[config.mk]
export PLATFORM = sky130hd
export DESIGN_NAME = rx_ctl_stat
export DESIGN_NICKNAME = d
export VERILOG_FILES = /design/src/rtl/rx_cs_pkg.sv /design/src/rtl/rx_ctl_reg.sv /design/src/rtl/rx_flag_core.sv /design/src/rtl/rx_err_flags.sv /design/src/rtl/rx_ctl_stat.sv
export SDC_FILE = /design/constraint.sdc
export NUM_CORES = 1
export LEC_CHECK = 0
export BUFFER_PORTS_ARGS = -buffer_cell sky130_fd_sc_hd__clkbuf_2
export CAP_MARGIN = 20
export CORE_UTILIZATION = 50
export CTS_BUF_LIST = sky130_fd_sc_hd__clkbuf_2
export DETAILED_ROUTE_END_ITERATION = 7
export GPL_TIMING_DRIVEN = 0
export MAX_ROUTING_LAYER = met4
export PLACE_DENSITY = 0.91
export SLEW_MARGIN = 20
export SYNTH_ARGS = -nofsm -noshare
export SYNTH_HDL_FRONTEND = slang
export SYNTH_SLANG_ARGS = --single-unit
[constraint.sdc]
create_clock -name clk -period 3 [get_ports clk]
set_input_delay 0.15 -clock clk [delete_from_list [all_inputs] [get_ports clk]]
set_output_delay 0.15 -clock clk [all_outputs]
set_load 0.02 [all_outputs]
[src/rtl/rx_cs_pkg.sv]
package rx_cs_pkg;
  localparam int CB_RXEN  = 2;
  localparam int CB_INH   = 3;
  localparam int CB_PAREN = 5;
  localparam int CB_WIDE  = 6;
  localparam int CB_LBL   = 7;

  localparam int SB_RDY   = 1;
  localparam int SB_PERR  = 3;
  localparam int SB_OVR   = 4;
  localparam int SB_FERR  = 5;
  localparam int SB_FCHR  = 6;

  typedef struct packed {
    logic perr;
    logic ovr;
    logic ferr;
  } err_flags_t;
endpackage

[src/rtl/rx_ctl_reg.sv]
module rx_ctl_reg #(
  parameter int          W       = 8,
  parameter logic [7:0]  CTL_RST = 8'h25
) (
  input  logic         clk,
  input  logic         mreset,
  input  logic         wr_en,
  input  logic [W-1:0] wdata,
  input  logic         word_end,
  output logic [W-1:0] ctl_q
);
  import rx_cs_pkg::*;

  always_ff @(posedge clk) begin
    if (mreset)                        ctl_q <= W'(CTL_RST);
    else if (wr_en)                    ctl_q <= wdata;
    else if (word_end && ctl_q[CB_INH]) ctl_q[CB_INH] <= 1'b0;
  end


  inh_self_clear_chk: assert property (@(posedge clk) disable iff (mreset)
    (ctl_q[CB_INH] && word_end && !wr_en) |=> !ctl_q[CB_INH]);


  ctl_hold_chk: assert property (@(posedge clk) disable iff (mreset)
    (!wr_en && !word_end) |=> $stable(ctl_q));
endmodule

[src/rtl/rx_flag_core.sv]
module rx_flag_core #(
  parameter int BYTES_PER_WORD = 4
) (
  input  logic clk,
  input  logic mreset,
  input  logic rx_en,
  input  logic wide,
  input  logic inh,
  input  logic accept,
  input  logic clean_word,
  input  logic byte_done,
  input  logic word_done,
  input  logic data_rd,
  output logic rdy_q,
  output logic fchar_q,
  output logic ovr_evt
);
  localparam int CW = (BYTES_PER_WORD > 1) ? $clog2(BYTES_PER_WORD) : 1;
  localparam logic [CW-1:0] LAST = CW'(BYTES_PER_WORD - 1);

  logic          mid_word;
  logic [CW-1:0] rd_cnt;
  logic          set_rdy, set_fc, clr;

  always_comb begin
    if (wide) begin
      set_fc = clean_word && accept;
      clr    = data_rd && (rd_cnt == LAST);
    end else begin
      set_fc = byte_done && accept && !mid_word;
      clr    = data_rd;
    end
    set_rdy = (wide ? (clean_word && accept) : (byte_done && accept)) && !inh;
    ovr_evt = set_rdy && rdy_q && !clr;
  end

  always_ff @(posedge clk) begin
    if (mreset) begin
      mid_word <= 1'b0;
      rd_cnt   <= '0;
      rdy_q    <= 1'b0;
      fchar_q  <= 1'b0;
    end else begin
      if (word_done && rx_en)      mid_word <= 1'b0;
      else if (byte_done && rx_en) mid_word <= 1'b1;

      if (set_rdy)      rd_cnt <= '0;
      else if (data_rd) rd_cnt <= (rd_cnt == LAST) ? '0 : rd_cnt + 1'b1;

      if (set_rdy)  rdy_q <= 1'b1;
      else if (clr) rdy_q <= 1'b0;

      if (set_fc)   fchar_q <= 1'b1;
      else if (clr) fchar_q <= 1'b0;
    end
  end


  rdy_inhibit_chk: assert property (@(posedge clk) disable iff (mreset)
    (inh && !rdy_q) |=> !rdy_q);


  rdy_disabled_chk: assert property (@(posedge clk) disable iff (mreset)
    (!rx_en && !rdy_q) |=> !rdy_q);


  fchar_disabled_chk: assert property (@(posedge clk) disable iff (mreset)
    (!rx_en && !fchar_q) |=> !fchar_q);
endmodule

[src/rtl/rx_err_flags.sv]
module rx_err_flags (
  input  logic                  clk,
  input  logic                  mreset,
  input  logic                  set_par,
  input  logic                  set_frm,
  input  logic                  set_ovr,
  input  logic                  rdy_in,
  input  logic                  clr,
  output rx_cs_pkg::err_flags_t flags_q
);
  always_ff @(posedge clk) begin
    if (mreset) begin
      flags_q <= '0;
    end else begin
      flags_q.perr <= set_par || (flags_q.perr && !clr);
      flags_q.ferr <= set_frm || (flags_q.ferr && !clr);
      flags_q.ovr  <= set_ovr || (flags_q.ovr  && !clr);
    end
  end


  ovr_needs_rdy_chk: assert property (@(posedge clk) disable iff (mreset)
    $rose(flags_q.ovr) |-> $past(rdy_in));


  perr_read_clear_chk: assert property (@(posedge clk) disable iff (mreset)
    (clr && !set_par) |=> !flags_q.perr);


  ferr_read_clear_chk: assert property (@(posedge clk) disable iff (mreset)
    (clr && !set_frm) |=> !flags_q.ferr);
endmodule

[src/rtl/rx_ctl_stat.sv]
module rx_ctl_stat #(
  parameter int         BYTES_PER_WORD = 4,
  parameter logic [7:0] CTL_RST        = 8'h25
) (
  input  logic       clk,
  input  logic       mreset,
  input  logic       host_sel,
  input  logic       host_wr,
  input  logic       host_rd,
  input  logic [7:0] host_wdata,
  input  logic       byte_done,
  input  logic       word_done,
  input  logic       frame_err,
  input  logic       parity_err,
  input  logic       label_hit,
  input  logic       label_pin,
  output logic [7:0] ctl_word,
  output logic [7:0] stat_byte,
  output logic       rx_rdy,
  output logic       first_char
);
  import rx_cs_pkg::*;

  logic       rx_en, accept, clean_word, ovr_evt, rdy_q, fchar_q;
  err_flags_t flags;

  assign rx_en      = ctl_word[CB_RXEN];
  assign accept     = rx_en && !(ctl_word[CB_LBL] && label_pin && !label_hit);
  assign clean_word = word_done && !frame_err && !(ctl_word[CB_PAREN] && parity_err);

  rx_ctl_reg #(.W(8), .CTL_RST(CTL_RST)) u_ctl (
    .clk      (clk),
    .mreset   (mreset),
    .wr_en    (host_wr && host_sel),
    .wdata    (host_wdata),
    .word_end (word_done && rx_en),
    .ctl_q    (ctl_word)
  );

  rx_flag_core #(.BYTES_PER_WORD(BYTES_PER_WORD)) u_flags (
    .clk        (clk),
    .mreset     (mreset),
    .rx_en      (rx_en),
    .wide       (ctl_word[CB_WIDE]),
    .inh        (ctl_word[CB_INH]),
    .accept     (accept),
    .clean_word (clean_word),
    .byte_done  (byte_done),
    .word_done  (word_done),
    .data_rd    (host_rd && !host_sel),
    .rdy_q      (rdy_q),
    .fchar_q    (fchar_q),
    .ovr_evt    (ovr_evt)
  );

  rx_err_flags u_err (
    .clk     (clk),
    .mreset  (mreset),
    .set_par (word_done && accept && ctl_word[CB_PAREN] && parity_err),
    .set_frm (word_done && accept && frame_err),
    .set_ovr (ovr_evt),
    .rdy_in  (rdy_q),
    .clr     (host_rd && host_sel),
    .flags_q (flags)
  );

  always_comb begin
    stat_byte          = '0;
    stat_byte[SB_RDY]  = rdy_q;
    stat_byte[SB_PERR] = flags.perr;
    stat_byte[SB_OVR]  = flags.ovr;
    stat_byte[SB_FERR] = flags.ferr;
    stat_byte[SB_FCHR] = fchar_q;
  end
  assign rx_rdy     = rdy_q;
  assign first_char = fchar_q;


  label_block_chk: assert property (@(posedge clk) disable iff (mreset)
    (ctl_word[CB_LBL] && label_pin && !label_hit && !rx_rdy) |=> !rx_rdy);
endmodule

Word-level counts from Yosys, hierarchy flattened --
Index checks and enable logic that the tools add are counted. W data, S select, Z words.
Cells by class: add/subtract/negate cells 1, equal/unequal tests 1, multiplexer cells 9, reductions and logical operators 43
Operators by type and width (number):
- $logic_and A1 B1 Y1 | 26
- $logic_not A1 Y1 | 9
- $mux W1 | 8
- $reduce_bool A2 Y1 | 3
- $reduce_or A2 Y1 | 2
- $logic_or A1 B1 Y1 | 3
- $add A2 B1 Y2 const B | 1
- $eq A2 B2 Y1 const B | 1
- $mux W2 | 1
Word-level totals: register bits after elaboration 16, bits of input ports 19, output and inout port bits 18, word-level logic and storage cells 63

Longest topological paths before layout --
Gate-level depths: netlist (run 1).
depth after elaboration 10, depth in mapped cells 4, gate-level depth less buffers 4

Hierarchy --
From an unflattened synthesis (run 1), not the netlist that was laid out.
Unflattened totals: cell total of the unflattened synthesis 81, area, all modules 754.5 sq um
Modules (own cells, without submodules):
- rx_ctl_reg | instances 1, cells each 27, area each 290.3 sq um, sequential area each 160.2 sq um
- rx_flag_core | instances 1, cells each 24, area each 242.7 sq um, sequential area each 100.1 sq um
- rx_ctl_stat | instances 1, cells each 18, area each 116.4 sq um, sequential area each 0.0 sq um
- rx_err_flags | instances 1, cells each 12, area each 105.1 sq um, sequential area each 60.1 sq um

Worst setup path before layout (run 1) --
Ideal clock, no wire load.
kind reg2reg, start point register u_ctl.ctl_q[7], end point register u_err.flags_q[1] (netlist name), library setup time 0.084 ns, data arrival time 1.086 ns, required time 2.916 ns, slack 1.829 ns, cell stages (with the launch flop) 4, path buffers 0, clock period less this slack 1.171 ns, path through dfxtp_1 and3b_1 or3_4 o31ai_2
On the way: longest elaborated chain between the ends 10, elaborated cells on any way between the ends 11, classes of those cells 1 x mux; 10 x reduce/logical
Ends and longest elaborated chain:
- from (decl) | RTL line rx_ctl_reg.sv:10 | output logic [W-1:0] ctl_q
- from (signal assigned) | RTL line rx_ctl_reg.sv:15 | if (mreset) ctl_q <= W'(CTL_RST);
- from (signal assigned) | RTL line rx_ctl_reg.sv:16 | else if (wr_en) ctl_q <= wdata;
- $logic_and A1 B1 Y1 (*) (2 in series) | RTL line rx_ctl_stat.sv:28 | assign accept = rx_en && !(ctl_word[CB_LBL] && label_pin && !label_hit);
- $logic_not A1 Y1 (*) | RTL line rx_ctl_stat.sv:28
- $logic_and A1 B1 Y1 (*) | RTL line rx_ctl_stat.sv:28
- $logic_and A1 B1 Y1 | RTL line rx_flag_core.sv:33 | set_rdy = (wide ? (clean_word && accept) : (byte_done && accept)) && !inh;
- $mux W1 (*) | RTL line rx_flag_core.sv:33
- $logic_and A1 B1 Y1 (*) | RTL line rx_flag_core.sv:33
- $logic_and A1 B1 Y1 (*) (2 in series) | RTL line rx_flag_core.sv:34 | ovr_evt = set_rdy && rdy_q && !clr;
- $logic_or A1 B1 Y1 (*) | RTL line rx_err_flags.sv:17 | flags_q.ovr <= set_ovr || (flags_q.ovr && !clr);
- to (decl) | RTL line rx_err_flags.sv:9 | output rx_cs_pkg::err_flags_t flags_q
Mark *: on every way between the ends. The rest lies on a longest branch, timed or not. A chain may end at the register's enable or synchronous reset.

Final worst setup path (run 1) --
start point register u_ctl.ctl_q[2], end point output ctl_word[2]
RTL lines:
- to (decl) | RTL line rx_ctl_stat.sv:17 | output logic [7:0] ctl_word,
No word-level cell between the ends.

==> flow_summary_export.csv, run 1 <==
group,metric,value,unit
cts,cts_buffer_depth,2,
cts,cts_setup_buffers,0,
global_routing,grt-ovfl-total,0,
synth,ys.flop_type,"dfxtp_1",
timing,fmax,842,MHz
floorplan,coreArea,1370,um^2
cts,clk_latency,0.29,ns
drt,remaining_drc_errors,0,
cts,cts_tree,"yes",
setup_path,critPathKind,"flop to primary output",
cts,h-tree-depth,1,
synth,ys_types,27,
synth,yosysTopAreaCellShare,0.420,
drt,wl_met1,713,um
cells_and_area,nNetsFinal,147,
floorplan,die_area,1690,um^2
power,peakVddDrop,279,uV
placed_design,dp_hpwl,1.31,mm
drt,wl_per_cell,11.4,um
synth,synth_simple_gate_area_frac,0.267,
timing,fin_worst_skew,0.00749,ns
setup_path,critical_path.top_delay_family,"flip-flops",
drt,wl_met2,769,um
cts,cts_made_buffers,3,
floorplan,io_pins,37,
floorplan,die-width,41.1,um
power,pwr_density_cell,446,nW/um^2
global_routing,track_usage,0.240,
setup_path,crit_buf_inv,2,
timing,min_period,1.19,ns
floorplan,placementRows,13,
drt,vias_per_cell,5.17,
cts,clock-sinks,16,
synth,synth_xor_area_frac,0,
synth,synth_top_family_by_area,"simple AND/OR/NAND/NOR gates",
synth,synthArstFlopShare,0,
floorplan,initial_core_util,0.559,
setup_path,timing.critical_path.cells,"buf_4, clkbuf_2",
timing,rsz0062_at_grt,"no",
synth,yosys.area_share.adder,0.0164,
drt,dr_wl_met3,82,um
timing,fin_tns_setup,0,ns
synth,synth_top_area_cell,"dfxtp_1",
drt,drt_iter0_markers,23,
cells_and_area,drive_above_1_share,0.384,
timing,maxSlewViolCount,0,
setup_path,reg2reg_depth,3,
synth,syn_avg_cell_area,8.67,um^2
setup_path,reg2reg_from,"u_ctl.ctl_q[6]",
cells_and_area,fin_cells,140,
timing,setup_violations,0,
cells_and_area,area_growth_syn_to_layout,26.4,%
setup_path,slowest_delay,0.46,ns
setup_path,reg2reg_to,"u_err.flags_q[1]",
timing,period_share,0.396,
synth,synthCells,88,
drt,num_vias,724,
worst_hold_path,hold_path_depth,3,
power,leakage,0.472,nW
global_routing,grt_pass1_wl,2.52,mm
cts,clkTransAtPathRegs,0.14,ns
global_routing,grt_max_degree,11,
setup_path,worstSetupEndpointType,"primary output",
drt,top_layer,"met4",
setup_path,reg2reg_slack,1.81,ns
placed_design,port_buffers,32,
synth,seq_area_frac_synth,0.420,
setup_path,cp_data_arrival_time,1.04,ns
global_routing,antenna_found_initial,0,
timing,finalHoldViolCount,0,
synth,synth_edf_count,0,
synth,synth_area_leaders,"dfxtp_1 42%, nand2_1 8.4%, buf_4 7.9%",
cts,cts_resized,0,
synth,ys_seq_elements,16,
placed_design,dp.cells,137,
synth,synth-compound-area-share,0.170,
worst_hold_path,hold-path-endpoint,"u_ctl.ctl_q[4]",
drt,drt-total-wl,1.60,mm
synth,syn_area,763,um^2
outcome,status,"finished clean",
flow_run,maxCapViolCount,0,
cts,hold_buffers,0,
placed_design,gp_congestion,0.840,
worst_hold_path,min_from,"host_wdata[4]",
cts,clock_tree.root_cell,"clkbuf_2",
setup_path,cp.required,2.85,ns
setup_path,slowest_stage,"dfxtp_1",
drt,dr.pass1.iters,4,
synth,yosys_warnings,0,
cells_and_area,diodes,0,
setup_path,worstSetupStartpointType,"flop",
global_routing,grt_pass1_vias,611,
setup_path,path_max_fanout,6,
drt,drtAntennaViolNets,0,
setup_path,worstSetupPathDepth,2,
floorplan,die_h,41.1,um
worst_hold_path,hp-class,"primary input to flop",
synth,synth_mux_area_frac,0.0262,
synth_stat cells, drive strengths merged (2+ instances only):
| library cell | count |
|---|---|
| clkbuf | 2 |
| nand2 | 18 |
| nand2b | 2 |
| dfxtp | 16 |
| a211oi | 2 |
| o21ai | 2 |
| nor2b | 2 |
| a32oi | 2 |
| a21oi | 6 |
| buf | 9 |
| and2 | 3 |
| nor2 | 4 |
| nand3b | 6 |
| o31ai | 3 |
| mux2i | 2 |
power breakdown:
group,switching [W],internal (W),leakage (nW),total [W]
registers,0.00000955,0.000226,0.131,0.000235
clock network,0.0000647,0.0000273,0.0125,0.0000919
logic,0.0000570,0.0000456,0.328,0.000103
total,0.000131,0.000299,0.472,0.000430
state kept, by name, indices dropped and copies added (netlist names):
register,cells
u_ctl.ctl_q,8
u_flags.fchar_q,1
u_err.flags_q,3
u_flags.mid_word,1
u_flags.rdy_q,1
u_flags.rd_cnt,2
worst reg2reg max path, delay by kind of cell (launching register included):
family / cells / cell delay [ns]
AOI/OAI and AO/OA: 2 / 0.57
and+or+nand+nor: 1 / 0.12
DFF: 1 / 0.43
through the flow:
stage / utilization / hold slack, ns / setup WS, ns / total power, W / area [um^2]
2_1_floorplan: - / 0.274 / 1.83 / 0.000308 / 771
3_3_place_gp: 0.695 / 0.358 / 1.87 / 0.000339 / 950
3_5_place_dp: 0.695 / 0.368 / 1.85 / 0.000343 / 950
4_1_cts: 0.706 / 0.0593 / 1.82 / 0.000432 / 965
5_1_grt: 0.706 / 0.0698 / 1.75 / 0.000450 / 965
6_report: 0.706 / 0.0558 / 1.81 / 0.000430 / 965
kinds of logic after synthesis:
kind of cell	after synthesis
simple gates	39
compound gates	18
flops	16
buf+inv	11
mux	2
fa+ha+maj	1
other cells	1
layout make-up:
class	instances	area [um^2]
Clock buffer	3	15.0
Multi-Input combinational cell	63	378
Tap cell	15	18.8
Fill cell	114	402
Buffer	11	72.6
Timing Repair Buffer	32	160
Sequential cell	16	320
metal layers:
metal,vias to the layer above,track usage
met5,-,-
met4,0,0.100
met3,5,0.0326
met2,29,0.426
met1,322,0.266
li1,368,-
worst max path at each step:
stage               slack, ns          endpoint           start
detailed placement       1.85  u_err.flags_q[1]  u_ctl.ctl_q[6]
finish                   1.81       ctl_word[2]  u_ctl.ctl_q[2]
global placement         1.87  u_err.flags_q[1]  u_ctl.ctl_q[6]
CTS                      1.82       ctl_word[2]  u_ctl.ctl_q[2]
floorplan                1.83  u_err.flags_q[1]  u_ctl.ctl_q[7]
global route             1.75  u_err.flags_q[1]  u_ctl.ctl_q[2]
cell usage in the layout (no fill, tap or decap), drive strengths merged, types with 2 or more instances in the layout:
cell,n
mux2i,2
dfxtp,16
and2,3
o31ai,3
clkbuf,37
a211oi,2
nand2,18
a32oi,2
o21ai,2
nand2b,2
nor2,4
conb,3
buf,9
nor2b,2
nand3b,6
a21oi,6
Note: power is estimated with default switching activity, not from simulation.
==> run 2: changes to the inputs <==
- CORE_ASPECT_RATIO: not set -> 0.8
- CORE_UTILIZATION: 50 -> 42
- PLACE_DENSITY: 0.91 -> 0.82
- clock period: 3 -> 1 ns (I/O delays scaled with it)
==> run 2 against run 1 <==
Effect of this change:
- the run now ends with setup timing left
- register-to-register slack worse by 2.0 ns
- sequential share of layout area is 5.7 points lower
- largest cell class unchanged
- worst hold slack worse by 0.017 ns
- flip-flop and latch count stayed put
- via count is 15% higher
- combinational power grew to 4.0 times the previous value
- largest power group unchanged
- first-iteration DRC count is 48% lower
- routed wire length is 36% higher
- worst setup slack worse by 2.0 ns
- critical endpoint is now u_err.flags_q[1]
==> flow_summary_export.csv, run 2 (synthesized netlist as in run 1, its figures left out) <==
group,metric,value,unit
timing,min_period,1.15,ns
cells_and_area,stdcell_area,1210,um^2
drt,drt-total-wl,2.18,mm
global_routing,grt_max_degree,11,
placed_design,dp_hpwl,1.39,mm
cts,cts_buffer_depth,2,
cts,clkTransAtPathRegs,0.16,ns
setup_path,path_max_fanout,6,
timing,rsz0062_at_grt,"yes",
global_routing,grt_pass1_wl,3.44,mm
power,peakVddDrop,771,uV
cells_and_area,final_util,0.729,
outcome,status,"finished with violations",
cells_and_area,n_fill_cell,131,
setup_path,worstSetupStartpointType,"flop",
setup_path,worstSetupEndpointType,"flop",
setup_path,reg2reg_slack,-0.15,ns
cts,cts_made_buffers,3,
cells_and_area,final_common_cell,"clkbuf_2",
worst_hold_path,hp-class,"primary input to flop",
floorplan,initial_core_util,0.460,
worst_hold_path,min_from,"frame_err",
timing,fin_worst_skew,0.00917,ns
timing,worst_slack,-0.153,ns
cells_and_area,largest_reg_flops,8,
cells_and_area,drive_above_1_share,0.514,
cells_and_area,reg.largest.list,"u_ctl.ctl_q (8), u_err.flags_q (3), u_flags.rd_cnt (2)",
outcome,violations,"setup timing",
timing,fmax,868,MHz
global_routing,antenna_found_initial,0,
cells_and_area,nNetsFinal,161,
placed_design,port_buffers,32,
drt,vias_per_cell,5.12,
floorplan,placementRows,13,
worst_hold_path,hold-path-endpoint,"u_err.flags_q[0]",
power,pwr_density_cell,1180,nW/um^2
floorplan,die-width,49.7,um
cells_and_area,regMostFlops,"u_ctl.ctl_q",
timing,period_share,1.15,
placed_design,dpl_cell_area,966,um^2
setup_path,reg2reg_from,"u_ctl.ctl_q[2]",
floorplan,coreArea,1660,um^2
placed_design,gp_congestion,0.761,
cells_and_area,area_growth_syn_to_layout,58.5,%
cts,clock_tree.root_cell,"clkbuf_2",
cells_and_area,mostFrequentLayoutCells,"31 x clkbuf_2, 17 x nand2_1, 11 x buf_4",
timing,maxSlewViolCount,0,
drt,drt_iter0_markers,12,
cells_and_area,diodes,0,
timing,finalHoldViolCount,0,
drt,wl_per_cell,13.5,um
floorplan,io_pins,37,
power,leakage,0.567,nW
drt,remaining_drc_errors,0,
drt,drtAntennaViolNets,0,
global_routing,grt_pass1_vias,779,
cts,cts_tree,"yes",
floorplan,die_area,1990,um^2
setup_path,cp_data_arrival_time,1.37,ns
drt,dr.pass1.iters,4,
setup_path,critPathKind,"flop to flop",
global_routing,grt-ovfl-total,0,
global_routing,track_usage,0.258,
setup_path,reg2reg_depth,3,
setup_path,reg2reg_to,"u_err.flags_q[1]",
timing,setup_violations,7,
flow_run,maxCapViolCount,0,
cts,h-tree-depth,1,
cts,clock-sinks,16,
drt,num_vias,829,
placed_design,preCtsSetupSlack,-0.126,ns
cts,clk_latency,0.29,ns
floorplan,die_h,40.1,um
timing,fin_tns_setup,-0.464,ns
worst_hold_path,hold_path_depth,3,
setup_path,cp.required,1.22,ns
==> run 2: changes by cell type in the layout (fill, tap and decap cells not counted), sizes merged <==
cell	previous run	this run
buf	9	19
dlygate4sd3	0	8
clkinv	0	1
clkbuf	37	33
==> run 2: per-layer routing <==
metal | GRT usage | vias up | share of wire
li1 | - | 402 | -
met1 | 0.258 | 377 | 0.41
met2 | 0.470 | 44 | 0.49
met3 | 0.0871 | 6 | 0.076
met4 | 0.136 | 0 | 0.025
met5 | - | - | 0
==> run 2: layout make-up <==
cell class	count	area [um^2]	area share
timing repair buffer	46	322	0.266
clock buffer	3	15.0	0.0124
clock inverter	1	3.75	0.00310
multi-input combinational	63	433	0.358
sequential	16	333	0.275
tap	22	27.5	0.0228
buffer	11	76.3	0.0631
==> run 2: worst max path at each step <==
| stage | startpoint | to | slack (ns) |
|---|---|---|---|
| global placement | u_ctl.ctl_q[7] | u_err.flags_q[1] | -0.1 |
| detailed placement | u_ctl.ctl_q[7] | u_err.flags_q[1] | -0.13 |
| floorplan | u_ctl.ctl_q[7] | u_err.flags_q[1] | -0.11 |
| global route | u_ctl.ctl_q[6] | u_err.flags_q[1] | -0.21 |
| finish | u_ctl.ctl_q[2] | u_err.flags_q[1] | -0.15 |
| CTS | u_ctl.ctl_q[7] | u_err.flags_q[1] | -0.15 |
==> run 2: power by group <==
group / leakage, nW / internal (W) / switching (W)
registers: 0.133 / 0.000680 / 0.0000319
clock network: 0.0140 / 0.0000869 / 0.000210
logic: 0.420 / 0.000207 / 0.000209
total: 0.567 / 0.000974 / 0.000451
==> run 2: what timing repair did <==
item | CTS | global route
setup endpoints to repair | 8 | 12
buffers inserted | 4 | 3
endpoints found under the hold margin | 8 | 0
resized for setup | 13 | 20
pin swaps | 3 | 4
cloned | 0 | 0
hold buffers | 8 | 0
==> run 2: per-stage QoR <==
step	hold WS (ns)	total power [W]	cells
5_1_grt	0.0327	0.00151	162
3_5_place_dp	0.270	0.00104	144
2_1_floorplan	0.174	0.000930	90
6_report	0.0390	0.00143	162
4_1_cts	0.0243	0.00138	160
3_3_place_gp	0.262	0.00103	144
==> run 2: worst max-delay path, cell delays in order (launching register included) <==
cell     delay (ns)
dfxtp_2        0.41
nand2_2        0.11
o31a_1         0.33
o31ai_2        0.23
==> run 3: changes to the inputs <==
- BUFFER_PORTS_ARGS: -buffer_cell sky130_fd_sc_hd__clkbuf_2 -> not set
- CORE_ASPECT_RATIO: 0.8 -> not set
- CORE_UTILIZATION: 42 -> 57
- DONT_BUFFER_PORTS: not set -> 1
- PLACE_DENSITY: 0.82 -> 0.8
- SETUP_SLACK_MARGIN: not set -> 0.05
==> run 3 against run 2 <==
Effect of this change:
- the run still ends with setup timing left
- critical path depth did not move
- via count fell by 17%
- routed wire length fell by 14%
- critical endpoint unchanged
- core utilization rose by 14 points
- sequential power rose by 4.6%
- clock power fell by 3%
- highest routed layer is now met3
- non-clock buffer count fell by 32
- worst hold slack got worse by 0.019 ns
- flip-flop and latch count did not move
==> flow_summary_export.csv, run 3 (synthesized netlist as in run 1, its figures left out) <==
group,metric,value,unit
outcome,violations,"setup timing",
timing,period_share,1.17,
placed_design,dp.cells,104,
floorplan,io_pins,37,
setup_path,worstSetupStartpointType,"flop",
cells_and_area,final_common_cell,"nand2_1",
cts,clkTransAtPathRegs,0.16,ns
cts,cts_buffer_depth,2,
worst_hold_path,hp-class,"primary input to flop",
global_routing,grt_pass1_vias,602,
power,pwr_density_cell,1290,nW/um^2
cts,h-tree-depth,1,
cts,clk_latency,0.28,ns
power,p_int,0.000898,W
timing,fin_worst_skew,0.0105,ns
flow_run,maxCapViolCount,0,
drt,drt_iter0_markers,14,
drt,vias_per_cell,5.61,
power,combPwrFrac,0.212,
power,leakage,0.418,nW
floorplan,die_area,1490,um^2
cells_and_area,diodes,0,
cells_and_area,drive_above_1_share,0.296,
cts,clock-sinks,16,
timing,worst_slack,-0.174,ns
cts,clock_tree.root_cell,"clkbuf_2",
global_routing,grt_pass1_wl,2.61,mm
cells_and_area,nNetsFinal,129,
timing,maxSlewViolCount,0,
timing,finalHoldViolCount,0,
setup_path,path_max_fanout,4,
drt,drtAntennaViolNets,0,
setup_path,timing.critical_path.cells,"and3b_2, or3_4, o31ai_4",
power,netSwitchingPower,0.000412,W
cells_and_area,regMostFlops,"u_ctl.ctl_q",
drt,wl_per_cell,15.4,um
cts,cts_tree,"yes",
global_routing,grt-ovfl-total,0,
timing,fin_tns_setup,-0.495,ns
cells_and_area,reg.largest.list,"u_ctl.ctl_q (8), u_err.flags_q (3), u_flags.rd_cnt (2)",
timing,min_period,1.17,ns
global_routing,track_usage,0.266,
outcome,status,"finished with violations",
cells_and_area,mostFrequentLayoutCells,"17 x nand2_1, 11 x dlygate4sd3_1, 10 x dfxtp_1",
cells_and_area,fin_cells,122,
setup_path,critPathKind,"flop to flop",
power,p_sw_frac,0.315,
setup_path,slowest_stage,"dfxtp_4",
floorplan,initial_core_util,0.652,
setup_path,critical_path.top_delay_family,"simple AND/OR/NAND/NOR gates",
power,seq_power_share,0.568,
setup_path,crit_buf_inv,0,
setup_path,slowest_delay,0.40,ns
floorplan,coreArea,1170,um^2
setup_path,cp.required,1.22,ns
setup_path,worstSetupEndpointType,"flop",
cells_and_area,area_growth_syn_to_layout,33.4,%
power,peakVddDrop,1080,uV
timing,rsz0062_at_grt,"yes",
drt,num_vias,685,
timing,fmax,852,MHz
drt,drt-total-wl,1.88,mm
placed_design,gp_congestion,0.728,
power,pwr-share-clk,0.220,
cts,cts_made_buffers,3,
setup_path,cp_data_arrival_time,1.40,ns
floorplan,die_h,38.6,um
drt,dr.pass1.iters,4,
global_routing,grt_max_degree,11,
placed_design,dp_hpwl,1.11,mm
drt,remaining_drc_errors,0,
floorplan,placementRows,12,
global_routing,antenna_found_initial,0,
placed_design,preCtsSetupSlack,-0.164,ns
floorplan,die-width,38.6,um
placed_design,port_buffers,0,
cells_and_area,largest_reg_flops,8,
timing,setup_violations,5,
## run 3: cell types whose count changed in the layout (fill, tap and decap cells not counted), sizes merged
cell         before  now
buf              19   12
clkbuf           33    5
dlygate4sd3       8   11
## run 3: what timing repair did
action | 4_1_cts | 5_1_grt
setup buffers | 2 | 1
pin swaps | 1 | 1
hold buffers | 10 | 1
endpoints found under the hold margin | 10 | 1
resized for setup | 12 | 6
endpoints found under the setup margin | 8 | 11
## run 3: worst min-delay path, stage by stage
cell and delay, ns:
nand2_2 0.07, nand3_1 0.09, a21oi_1 0.06
## run 3: path summary, 6_finish.rpt
path                         start               end  slack (ns)  depth (start not counted)
hold reg to reg   u_flags.mid_word  u_flags.mid_word        0.54                          2
setup / recovery    u_ctl.ctl_q[7]  u_err.flags_q[1]       -0.17                          3
setup reg to reg    u_ctl.ctl_q[7]  u_err.flags_q[1]       -0.17                          3
hold / removal           word_done    u_ctl.ctl_q[3]        0.02                          3
## run 3: cell type report
| cell class | instances | area, um^2 |
|---|---|---|
| fillers | 60 | 153 |
| clock inverters | 1 | 3.75 |
| multi-input cells | 63 | 429 |
| well taps | 14 | 17.5 |
| flip-flops and latches | 16 | 340 |
| repair buffers | 14 | 136 |
| plain buffers | 11 | 76.3 |
| clock buffers | 3 | 15.0 |
## run 3: stage by stage
step / cell area [um^2] / utilization / power, W / hold WS (ns)
finish: 1020 / 0.870 / 0.00131 / 0.0197
global route: 1020 / 0.870 / 0.00137 / 0.0283
CTS: 980 / 0.837 / 0.00128 / 0.00256
detailed placement: 801 / 0.684 / 0.000964 / 0.185
global placement: 801 / 0.684 / 0.000958 / 0.176
floorplan: 783 / - / 0.000932 / 0.174
## run 3: metal layers
layer  routed length, um  track usage  vias to the layer above
met3                 103       0.0578                        0
met1                 787        0.312                      313
met2                 986        0.454                       32
met5                   0            -                        -
li1                    -            -                      340
met4                   0       0.0776                        0
## run 3: power by group through the flow
stage               logic (W)  registers, W  clock network [W]
detailed placement   0.000204      0.000760                  0
global route         0.000294      0.000750           0.000326
finish               0.000278      0.000745           0.000288
CTS                  0.000254      0.000745           0.000286
floorplan            0.000181      0.000752                  0
global placement     0.000199      0.000758                  0
